==> config.mk <==
export PLATFORM = sky130hd
export DESIGN_NAME = vec_elem_seq
export DESIGN_NICKNAME = d
export VERILOG_FILES = /design/src/rtl/vseq_pkg.sv /design/src/rtl/vseq_decode.sv /design/src/rtl/vseq_lane.sv /design/src/rtl/vec_elem_seq.sv
export SDC_FILE = /design/constraint.sdc
export NUM_CORES = 2
export LEC_CHECK = 0
export ABC_AREA = 1
export BUFFER_PORTS_ARGS = -buffer_cell sky130_fd_sc_hd__buf_2
export CAP_MARGIN = 20
export CORE_MARGIN = 5
export CORE_UTILIZATION = 45
export DETAILED_ROUTE_END_ITERATION = 10
export PLACE_DENSITY = 0.7
export RECOVER_POWER = 100
export SLEW_MARGIN = 20
export SYNTH_ARGS = -nofsm -noshare
export SYNTH_HDL_FRONTEND = slang
export SYNTH_SLANG_ARGS = --single-unit
==> constraint.sdc <==
create_clock -name clk -period 12.6 [get_ports clk]
set_clock_uncertainty 0.05 [all_clocks]
set_input_delay 1.26 -clock clk [delete_from_list [all_inputs] [get_ports clk]]
set_output_delay 1.26 -clock clk [all_outputs]
set_load 0.03 [all_outputs]
==> src/rtl/vseq_pkg.sv <==
package vseq_pkg;
  typedef enum logic [1:0] {
    ST_IDLE  = 2'd0,
    ST_WAIT  = 2'd1,
    ST_WDONE = 2'd2
  } seq_state_e;

  localparam logic [2:0] RM_INT_A = 3'd6;
  localparam logic [2:0] RM_INT_B = 3'd7;
endpackage

==> src/rtl/vseq_decode.sv <==
module vseq_decode #(
  parameter int NELEM = 64,
  parameter int RW    = 6,
  parameter int LW    = 7
) (
  input  logic          op_madd,
  input  logic [2:0]    rm,
  input  logic [RW-1:0] vm,
  input  logic [LW-1:0] vlen,
  output logic [RW-1:0] mask_reg,
  output logic [LW-1:0] eff_len,
  output logic          is_int,
  output logic [1:0]    last_k
);
  import vseq_pkg::*;

  always_comb begin
    mask_reg = op_madd ? '0 : vm;
    eff_len  = (int'(vlen) > NELEM) ? LW'(NELEM) : vlen;
    is_int   = (rm == RM_INT_A) || (rm == RM_INT_B);
    last_k   = op_madd ? 2'd3 : 2'd2;
  end
endmodule

==> src/rtl/vseq_lane.sv <==
module vseq_lane #(
  parameter int DW = 32
) (
  input  logic          op_madd,
  input  logic [DW-1:0] a,
  input  logic [DW-1:0] b,
  input  logic [DW-1:0] c,
  output logic [DW-1:0] y
);
  logic [2*DW-1:0] prod;

  always_comb begin
    prod = a * b;
    y    = op_madd ? (prod[DW-1:0] + c) : (a + b);
  end
endmodule

==> src/rtl/vec_elem_seq.sv <==
module vec_elem_seq #(
  parameter int NREGS = 64,
  parameter int NELEM = 64,
  parameter int DW    = 32,
  localparam int RW   = $clog2(NREGS),
  localparam int EW   = $clog2(NELEM),
  localparam int LW   = EW + 1,
  localparam int AW   = $clog2(NREGS * NELEM)
) (
  input  logic          clk,
  input  logic          rst,
  input  logic          start,
  input  logic          op_madd,
  input  logic [2:0]    rm,
  input  logic [RW-1:0] vd,
  input  logic [RW-1:0] vs1,
  input  logic [RW-1:0] vs2,
  input  logic [RW-1:0] vs3,
  input  logic [RW-1:0] vm,
  input  logic [LW-1:0] vlen,
  output logic          busy,
  output logic          done,
  output logic          rf_rd_en,
  output logic          rf_we,
  output logic [AW-1:0] rf_addr,
  output logic [DW-1:0] rf_wdata,
  input  logic          rf_rd_valid,
  input  logic [DW-1:0] rf_rdata
);
  import vseq_pkg::*;

  seq_state_e    state_q;
  logic          op_q;
  logic [RW-1:0] vd_q, vs1_q, vs2_q, vs3_q, mreg_q;
  logic [LW-1:0] len_q;
  logic [1:0]    lastk_q;
  logic [EW-1:0] elem_q;
  logic [1:0]    k_q;
  logic [DW-1:0] a_q, b_q;

  logic [RW-1:0] dec_mreg;
  logic [LW-1:0] dec_len;
  logic          dec_int;
  logic [1:0]    dec_lastk;
  logic [DW-1:0] lane_b, lane_y;
  logic          last_elem;

  vseq_decode #(.NELEM(NELEM), .RW(RW), .LW(LW)) u_dec (
    .op_madd (op_madd),
    .rm      (rm),
    .vm      (vm),
    .vlen    (vlen),
    .mask_reg(dec_mreg),
    .eff_len (dec_len),
    .is_int  (dec_int),
    .last_k  (dec_lastk)
  );

  assign lane_b = (k_q == 2'd2) ? rf_rdata : b_q;

  vseq_lane #(.DW(DW)) u_lane (
    .op_madd(op_q),
    .a      (a_q),
    .b      (lane_b),
    .c      (rf_rdata),
    .y      (lane_y)
  );

  function automatic logic [AW-1:0] slot(input logic [RW-1:0] r, input logic [EW-1:0] e);
    return AW'(r) * AW'(NELEM) + AW'(e);
  endfunction

  function automatic logic [RW-1:0] opnd_reg(input logic [1:0] k);
    case (k)
      2'd0:    return mreg_q;
      2'd1:    return vs1_q;
      2'd2:    return vs2_q;
      default: return vs3_q;
    endcase
  endfunction

  assign last_elem = (LW'(elem_q) == len_q - LW'(1));
  assign busy      = (state_q != ST_IDLE);

  always_ff @(posedge clk) begin
    if (rst) begin
      state_q  <= ST_IDLE;
      done     <= 1'b0;
      rf_rd_en <= 1'b0;
      rf_we    <= 1'b0;
      rf_addr  <= '0;
      rf_wdata <= '0;
      op_q     <= 1'b0;
      vd_q     <= '0;
      vs1_q    <= '0;
      vs2_q    <= '0;
      vs3_q    <= '0;
      mreg_q   <= '0;
      len_q    <= '0;
      lastk_q  <= 2'd2;
      elem_q   <= '0;
      k_q      <= '0;
      a_q      <= '0;
      b_q      <= '0;
    end else begin
      done     <= 1'b0;
      rf_rd_en <= 1'b0;
      rf_we    <= 1'b0;
      case (state_q)
        ST_IDLE: begin
          if (start) begin
            op_q    <= op_madd;
            vd_q    <= vd;
            vs1_q   <= vs1;
            vs2_q   <= vs2;
            vs3_q   <= vs3;
            mreg_q  <= dec_mreg;
            len_q   <= dec_len;
            lastk_q <= dec_lastk;
            elem_q  <= '0;
            k_q     <= 2'd0;
            if (dec_len == '0 || !dec_int) begin
              done <= 1'b1;
            end else begin
              state_q  <= ST_WAIT;
              rf_rd_en <= 1'b1;
              rf_addr  <= slot(dec_mreg, '0);
            end
          end
        end
        ST_WAIT: begin
          if (rf_rd_valid) begin
            if (k_q == 2'd0 && !rf_rdata[0]) begin
              if (last_elem) begin
                state_q <= ST_IDLE;
                done    <= 1'b1;
              end else begin
                elem_q   <= elem_q + EW'(1);
                rf_rd_en <= 1'b1;
                rf_addr  <= slot(mreg_q, elem_q + EW'(1));
              end
            end else if (k_q == lastk_q) begin
              rf_we    <= 1'b1;
              rf_addr  <= slot(vd_q, elem_q);
              rf_wdata <= lane_y;
              state_q  <= ST_WDONE;
            end else begin
              if (k_q == 2'd1) a_q <= rf_rdata;
              if (k_q == 2'd2) b_q <= rf_rdata;
              k_q      <= k_q + 2'd1;
              rf_rd_en <= 1'b1;
              rf_addr  <= slot(opnd_reg(k_q + 2'd1), elem_q);
            end
          end
        end
        default: begin
          k_q <= 2'd0;
          if (last_elem) begin
            state_q <= ST_IDLE;
            done    <= 1'b1;
          end else begin
            elem_q   <= elem_q + EW'(1);
            rf_rd_en <= 1'b1;
            rf_addr  <= slot(mreg_q, elem_q + EW'(1));
            state_q  <= ST_WAIT;
          end
        end
      endcase
    end
  end
endmodule

==> results by group <==
Worst setup path
  – Required time worst endpoint: ~13000 ps
  – Slowest cell on crit path: inv_1
  – CP most frequent cell: inv_1
  – Startpoint types: flip-flop
  – Worst Path Max Fanout: 30
  – Worst Setup SP: k_q[0]$_SDFFE_PP0P_
  – Critical Path Sink Type: flip-flop
  – Arrival @ worst endpoint: about 11000 ps
  – Slowest Stage Delay on Critical Path: about 1100 ps
  – Worst r2r src: k_q[0]$_SDFFE_PP0P_
  – Critical setup path kind: reg2reg
  – R2R cell count: 34

Power and ir drop
  – Switching power: approximately 0.74 mW
  – VDD IR max: about 0.00014 V
  – Logic gate share of total power: ~36%
  – Clock Power Share: about a third
  – Overall power: approximately 1.7 mW
  – Switching share of power: 43.2%
  – Flop pwr share: about a third
  – Leak: between 10 and 15 nW
  – Pwr Density: 62.6 nW/um^2
  – Pint: a little under 1 mW

Synthesis
  – Dominant synthesized flop cell: dfxtp_1
  – Register area share after synthesis: 12.5%
  – Synth area leader: fa_1
  – Synth top cells by count: 718 x inv_1, 588 x nand2_1, 451 x nor2_1, 439 x fa_1, 213 x a21oi_1
  – Most common cell in the netlist: inv_1
  – Async SR Flop Fraction: 0%
  – Post-synth EDFFs: 0
  – Netlist Area Pre-Place: 25600 um^2
  – Syn Nets: a little over 4000
  – Top-area cell type share of the netlist area: 34.4%
  – Avg Inst Size Synth: roughly 7.5 um^2
  – Synth Register Bits: 159
  – Post-Synthesis Cells: 3407
  – Yosys warns: 0
  – Ranking of synthesized cells by area: fa_1 34%, dfxtp_1 12%, inv_1 11%
  – Unique masters post-synth: 50

Drt
  – Post-DRT Antenna Nets: 0
  – Total via count in the routed design: ~23000
  – Drt first pass iters: 6
  – Routed len/inst: slightly above 20 um
  – Post-Route WL: about 85 mm
  – Residual DRC: 0
  – Vias per Instance: approximately 5.4
  – Iter 0 DRT Violations: roughly 2400

Timing
  – Finish-stage setup viols: 0
  – Tightest Pin Transition: 2860 ps
  – Final worst slack: approximately 1700 ps
  – Slew HR: -90.5%
  – Fmax: 91.8 MHz
  – Setup tns final: 0 ps
  – RSZ-0062 raised after global routing: no
  – Final period util: 86.4%
  – Slew Viols, Final: around 280
  – Final min period: approximately 11000 ps
  – Hold WS: ~400 ps
  – Final hold violation count: 0

Place
  – Routability congestion estimate: 1.00
  – Placement Setup Slack: 3290 ps
  – Port-buffer cells: approximately 120
  – HPWL after DPL: ~67 mm

GRT
  – Largest net degree at the start of global routing: 67
  – First-pass GRT wire length: around 130 mm
  – Total grt overflow: 0
  – Initial antenna violation count: 5
  – Tot GR Track Use: approximately 28%
  – Number of global-route vias before repair: 22800

Floorplan
  – Core Rows: 87
  – DIE WIDTH: 248 um
  – Initial Utilization: a little under half
  – # IOs: around 130
  – Die area: 61700 um^2
  – Die extent in y: 248 um
  – Core area: 56300 um^2

Hold path
  – WHS Path Cells: 2
  – Worst Hold Launch: b_q[27]$_SDFFE_PP0P_
  – HP Class: reg2reg

Final layout
  – FF+latch area: between 3000 and 4000 um^2
  – Share of cells above drive strength 1: 5.46%
  – FILL cells: 5652
  – Net count reported at finish: slightly above 4000
  – Area Growth Syn to Fin: 6.95%
  – Multi-input gate area: 19000 um^2

Run status
  – Failing checks: max-capacitance violations, max-slew violations
  – Status: finished, violations left

CTS
  – Num CTS Buffers: 17
  – Hold buffers post-CTS: 0
  – Cells resized by post-CTS repair: 0
  – CTS clk-pin slew, worst paths: 70 ps
  – CTS root buf: clkbuf_16
  – Maximum root-to-sink buffer count: 2
  – Worst skew pair latency: approximately 500 ps
  – Post-CTS setup buffer count: 0
  – CTS tree: built
  – H-tree Lvls: 4
  – Clock sink count: roughly 160

Job
  – Maxcap violations: 5
worst max-delay path, delay by kind of cell (launching register included):
kind            cells  cell delay (ps)
compound gates      3              370
fa+ha+maj          10             4840
buf+inv            11             3430
flops               1              370
simple gates       10             1680
stage by stage:
step	util (%)	area [um^2]	cells
6_report	48.6	27300	4223
5_1_grt	48.6	27300	4220
4_1_cts	48.7	27400	4220
3_5_place_dp	47.7	26800	4188
3_3_place_gp	47.7	26800	4188
2_1_floorplan	-	25600	3407
area by class of cell:
cell class | instances | share of cell area (%)
Clock inverter | 14 | 0.531
Clock buffer | 18 | 1.61
Sequential cell | 159 | 11.6
Tap cell | 756 | 3.46
Antenna cell | 3 | 0.0275
Inverter | 738 | 10.1
Multi-Input combinational cell | 2376 | 69.6
Timing Repair Buffer | 159 | 2.94
power by group through the flow:
stage / clock, mW / combinational (mW) / sequential, mW
after floorplan: 0 / 0.373 / 0.560
after global placement: 0 / 0.584 / 0.557
after detailed placement: 0 / 0.589 / 0.557
after CTS: 0.561 / 0.593 / 0.546
after global routing: 0.577 / 0.653 / 0.550
final: 0.557 / 0.608 / 0.547
kinds of logic after synthesis:
family / synth area share, %
adders and majority gates: 42.3
buffers and inverters: 13.2
and+or+nand+nor: 19.1
AOI/OAI and AO/OA: 11.6
xor gates and xnor gates: 1.40
DFF: 12.5
routing by layer:
metal / track usage, % / share of wire [%] / wire length [um]
met1: 37.2 / 39 / 33200
met2: 42.9 / 44 / 37200
met3: 8.22 / 12 / 10400
met4: 12.5 / 5.1 / 4370
met5: 0 / 0.043 / 37
sequential cells by signal, indices dropped and copies added (netlist names), 7 cells and up:
name	flops
rf_addr	12
rf_wdata	32
b_q	32
len_q	7
a_q	32
path summary, 6_finish.rpt:
check	end	slack, ps
max	rf_wdata[29]$_SDFFE_PP0P_	1710
min	b_q[27]$_SDFFE_PP0P_	410
max reg2reg	rf_wdata[29]$_SDFFE_PP0P_	1710
min reg2reg	b_q[27]$_SDFFE_PP0P_	410
cell usage in the layout, fill, tap and decap left out, types with 14 or more instances in the layout:
cell type	Yosys	layout
o211ai_1	16	16
buf_2	6	73
a21oi_1	213	214
inv_1	718	720
a31oi_1	21	21
clkbuf_16	0	17
ha_1	161	160
o21ai_0	190	190
clkinv_1	17	16
nand2_2	13	14
nand3_1	107	107
buf_4	0	31
xor2_1	20	20
dfxtp_1	159	159
clkbuf_1	115	55
nor2_1	451	450
fa_1	439	439
nor3_1	20	20
nand2_1	588	587
xnor2_1	21	21
No activity file was read; power rests on OpenSTA's default activity.
